`config.mk`:
```
export PLATFORM = sky130hd
export DESIGN_NAME = cam_cascade_node
export DESIGN_NICKNAME = d
export VERILOG_FILES = /design/src/rtl/casc_pkg.sv /design/src/rtl/casc_cycle_ctl.sv /design/src/rtl/casc_flag_bank.sv /design/src/rtl/casc_chain_link.sv /design/src/rtl/cam_cascade_node.sv
export SDC_FILE = /design/constraint.sdc
export NUM_CORES = 1
export LEC_CHECK = 0
export ABC_AREA = 1
export BUFFER_PORTS_ARGS = -buffer_cell sky130_fd_sc_hd__buf_4
export CAP_MARGIN = 30
export CORE_AREA = 2 2 39 41
export CTS_BUF_LIST = sky130_fd_sc_hd__clkbuf_4
export DETAILED_ROUTE_END_ITERATION = 12
export DIE_AREA = 0 0 41 43
export PLACE_DENSITY = 0.59
export REMOVE_ABC_BUFFERS = 1
export SETUP_SLACK_MARGIN = 0.3
export SYNTH_ARGS = -nofsm -noshare
export SYNTH_HDL_FRONTEND = slang
export SYNTH_SLANG_ARGS = --single-unit
export TNS_END_PERCENT = 50
```
`constraint.sdc`:
```
create_clock -name clk -period 1 [get_ports clk]
set_clock_uncertainty 0.05 [all_clocks]
set_input_delay 0 -clock clk [delete_from_list [all_inputs] [get_ports clk]]
set_output_delay 0 -clock clk [all_outputs]
set_load 0.05 [all_outputs]
```
`src/rtl/casc_pkg.sv`:
```
package casc_pkg;

    localparam int OP_W = 2;

    typedef enum logic [OP_W-1:0] {
        OP_OTHER    = 2'd0,
        OP_COMPARE  = 2'd1,
        OP_WRITE    = 2'd2,
        OP_READ_TOP = 2'd3
    } casc_op_e;

    typedef struct packed {
        logic match;
        logic multi;
        logic full;
    } casc_flags_t;

    localparam casc_flags_t FLAGS_CLEAR = '{match: 1'b0, multi: 1'b0, full: 1'b0};

    // One link of the three chains: upstream values combined with local flags.
    function automatic casc_flags_t link_eval(input casc_flags_t up, input casc_flags_t loc);
        casc_flags_t dn;
        dn.match = up.match | loc.match;
        dn.multi = up.multi | loc.multi | (loc.match & up.match);
        dn.full  = up.full & loc.full;
        return dn;
    endfunction

endpackage

```
`src/rtl/casc_cycle_ctl.sv`:
```
module casc_cycle_ctl
    import casc_pkg::*;
(
    input  logic     clk,
    input  logic     rst,
    input  logic     en_n,
    input  casc_op_e op,
    output casc_op_e op_q,
    output logic     active,
    output logic     rise
);
    logic en_n_q;
    logic fall;

    assign fall = !en_n && en_n_q;
    assign rise = en_n && !en_n_q;

    always_ff @(posedge clk) begin
        if (rst) begin
            en_n_q <= 1'b1;
            op_q   <= OP_OTHER;
            active <= 1'b0;
        end else begin
            en_n_q <= en_n;
            if (fall) begin
                op_q   <= op;
                active <= 1'b1;
            end else if (rise) begin
                active <= 1'b0;
            end
        end
    end
endmodule

```
`src/rtl/casc_flag_bank.sv`:
```
module casc_flag_bank
    import casc_pkg::*;
(
    input  logic        clk,
    input  logic        rst,
    input  logic        rise,
    input  casc_op_e    op_q,
    input  casc_flags_t loc,
    output casc_flags_t flags
);
    logic load_cmp;
    logic load_wr;

    assign load_cmp = rise && (op_q == OP_COMPARE);
    assign load_wr  = rise && (op_q == OP_WRITE);

    always_ff @(posedge clk) begin
        if (rst) begin
            flags <= FLAGS_CLEAR;
        end else begin
            if (load_cmp) begin
                flags.match <= loc.match;
                flags.multi <= loc.multi;
            end
            if (load_wr) begin
                flags.full <= loc.full;
            end
        end
    end
endmodule

```
`src/rtl/casc_chain_link.sv`:
```
module casc_chain_link
    import casc_pkg::*;
(
    input  casc_flags_t up,
    input  casc_flags_t flags,
    output casc_flags_t dn,
    output logic        winner
);
    assign dn     = link_eval(up, flags);
    assign winner = flags.match && !up.match;
endmodule

```
`src/rtl/cam_cascade_node.sv`:
```
module cam_cascade_node
    import casc_pkg::*;
(
    input  logic            clk,
    input  logic            rst,
    input  logic            en_n,
    input  logic [OP_W-1:0] op,
    input  logic            oe_n,
    input  logic            loc_match,
    input  logic            loc_multi,
    input  logic            loc_full,
    input  logic            match_in,
    input  logic            multi_in,
    input  logic            full_in,
    output logic            match_out,
    output logic            multi_out,
    output logic            full_out,
    output logic            bus_drive
);
    casc_op_e    op_q;
    logic        active;
    logic        rise;
    logic        winner;
    casc_flags_t loc_s;
    casc_flags_t flags;
    casc_flags_t up_s;
    casc_flags_t dn_s;

    assign loc_s = '{match: loc_match, multi: loc_multi, full: loc_full};
    assign up_s  = '{match: match_in, multi: multi_in, full: full_in};

    casc_cycle_ctl u_ctl (
        .clk    (clk),
        .rst    (rst),
        .en_n   (en_n),
        .op     (casc_op_e'(op)),
        .op_q   (op_q),
        .active (active),
        .rise   (rise)
    );

    casc_flag_bank u_flags (
        .clk   (clk),
        .rst   (rst),
        .rise  (rise),
        .op_q  (op_q),
        .loc   (loc_s),
        .flags (flags)
    );

    casc_chain_link u_link (
        .up     (up_s),
        .flags  (flags),
        .dn     (dn_s),
        .winner (winner)
    );

    assign match_out = dn_s.match;
    assign multi_out = dn_s.multi;
    assign full_out  = dn_s.full;
    assign bus_drive = active && (op_q == OP_READ_TOP) && winner && !oe_n;
endmodule

```
==> metrics.yaml <==
clocking:
  cts_max_path_buffers: 2
  cts_tree: "done"
  cts.sinks: 7
  clk_pin_slew_ps: 60
  cts_buffers: 3
  clock_latency_ps: 250
  cts_root_buf: "clkbuf_4"
  ctsHoldBuffers: 3
  cts_max_level: 1
yosys:
  synth_cell_types: 13
  yosys.area.top_type: "dfxtp_1"
  avgSynthCellArea_um2: 6.93
  seq_area_frac_synth_pct: 42.1
  synth_cells: 48
  synthFlopType: "dfxtp_1"
  netlist.area_leader.share_pct: 42.1
  ys_top_cells_by_count: "inv_1 (9), nand2_1 (9), nor2_1 (8)"
  synth.area.top_cells: "dfxtp_1 (42%), inv_1 (10%), nand2_1 (10%), nor2_1 (9.0%), ha_1 (7.5%)"
  netlist_area_um2: 333
  async_flop_share_pct: 0
  yosys_warnings: 0
  synth_edf_count: 0
  yosys_register_bits: 7
floorplan:
  rows: 14
  io_pins: 16
  core_area_um2: 1380
  die_h_um: 43
  die_w_um: 41
  start_util_pct: 24.1
  dieArea_um2: 1760
place:
  place_inst: 79
  gp_congestion: 0.685
  io_buffer_count: 15
  dpl.hpwl_um: 554
  pre_cts_ws_ps: 11.7
timing:
  maxSlewHeadroom_pct: 89.6
  min_period_ps: 1120
  whs_ps: -74.9
  layout_setup_ws_ps: -120
  rsz0062_at_grt: "yes"
  worst_pin_slew_ps: 156
  report.final.slew_viol_count: 0
  setup_viol: 2
  setup_tns_ps: -120
  period_share_pct: 112
  hold_viol: 5
  max_freq_mhz: 893
critical_path:
  cp.required_ps: 950
  path_max_fanout: 3
  slowest_stage: "dfxtp_2"
  critical_path_class: "reg2out"
  critical_path.top_delay_family: "flip-flops"
  r2r_cells: 5
  critPathLaunchType: "register"
  worstPathArrival_ps: 1070
  endpoint_kind: "output pin"
  r2r_slack_ps: 30
  slowest_delay_ps: 350
  cp_cell_sequence: "nand4_1 > nor3_2 > buf_6"
  regToRegStartpoint: "u_ctl.en_n_q"
  worstReg2RegEnd: "u_flags.flags[0]"
  path_buf_inv: 1
grt:
  antenna_found_initial: 0
  grt_pass1_wl_um: 1260
  grt_pass1_vias: 314
  grt_max_degree: 7
  grt.total_usage_pct: 11.1
  gr-total-overflow: 0
final_layout:
  fin_util_pct: 43.9
  diodes: 0
  drive_gt1_share_pct: 57.7
  syn_to_final_growth_pct: 82.7
  multiInputGateArea_um2: 203
  fillers: 154
  final_nets: 86
  stdcell_count: 87
  seqCellArea_um2: 149
route:
  first_pass_iters: 4
  num_vias: 376
  drt-initial-drc-count: 9
  drc_errors: 0
  vias_per_cell: 4.32
  antenna_left: 0
  drt_wl_total_um: 873
  drt-wirelength-per-cell_um: 10.0
power_and_ir_drop:
  leakage_uw: 0.000292
  p_per_area_nw_per_um2: 1230
  peakVddDrop_uv: 583
  total_power_uw: 747
worst_hold_path:
  min_path_cells: 3
  holdPathEnd: "u_flags.flags[0]"
  min_from: "loc_full"
  hold_path.class: "in2reg"
status:
  status: "finished, violations left"
  violations: "hold timing, setup timing"
job:
  max-cap-violations: 0
-- logic make-up after synthesis --
group	count (synthesis)	share of synthesized area, %
AO/OA/AOI/OAI	6	9.02
adder cells (fa/ha/maj)	2	7.52
buffers and inverters	11	12.4
flip-flops	7	42.1
AND/OR/NAND/NOR	22	28.9
-- worst register-to-register path, stage by stage (launching register included) --
cell	delay [ps]
dfxtp_4	350
inv_2	60
ha_4	140
nand3_1	90
nor2_1	120
nor2_2	50
-- metal layers --
layer	up-vias	global-route usage, %	part of all wire (%)
li1	193	-	-
met4	0	6.00	1.0
met5	-	0	0
met2	11	15.3	50
met3	2	5.24	6.9
met1	170	13.5	41
-- how the worst max path moves through the flow --
stage | startpoint | endpoint | cells past startpoint
final | u_ctl.op_q[1] | bus_drive | 3
after global routing | u_ctl.op_q[1] | bus_drive | 3
after CTS | u_ctl.op_q[1] | bus_drive | 3
after detailed placement | u_ctl.en_n_q | u_flags.flags[0] | 6
after global placement | u_ctl.en_n_q | u_flags.flags[0] | 6
after floorplan | u_ctl.op_q[0] | bus_drive | 2
-- layout make-up --
type | count | share of cell area (%)
clock buffer | 4 | 4.94
inverter | 11 | 7.20
multi-input combinational | 30 | 33.3
sequential | 7 | 24.5
tap | 16 | 3.29
timing repair buffer | 19 | 26.7
-- sequential cells by signal (all words and copies together) (netlist names) --
name,count
u_ctl.active,1
u_ctl.en_n_q,1
u_ctl.op_q,2
u_flags.flags,3
-- power breakdown --
group / internal (µW) / switching, µW / total, µW
Clock: 180 / 113 / 293
Sequential: 293 / 10.6 / 304
Combinational: 75.1 / 75.7 / 151
Total: 548 / 199 / 747
-- placed cells by master (no fill, tap or decap), drive strengths merged --
| cell type | n |
|---|---|
| dlygate4sd3 | 2 |
| inv | 11 |
| ha | 2 |
| buf | 17 |
| dfxtp | 7 |
| clkbuf | 4 |
| o21ai | 3 |
| nor2 | 9 |
| nor3 | 1 |
| nand4 | 1 |
| nand3 | 2 |
| nand2 | 9 |
| a21oi | 3 |
-- stage by stage --
step | hold slack [ps] | instance area [µm²]
CTS | -78.4 | 584
detailed placement | 127 | 465
finish | -74.9 | 608
floorplan | 22.4 | 333
global placement | 125 | 465
global route | -77.1 | 608
-- repair_timing --
item	4_1_cts	5_1_grt
gates resized for setup	18	10
pin swaps	11	4
endpoints found under the hold margin	7	5
buffers inserted	1	0
setup endpoints to repair	10	11
No activity file was read; power rests on OpenSTA's default activity.
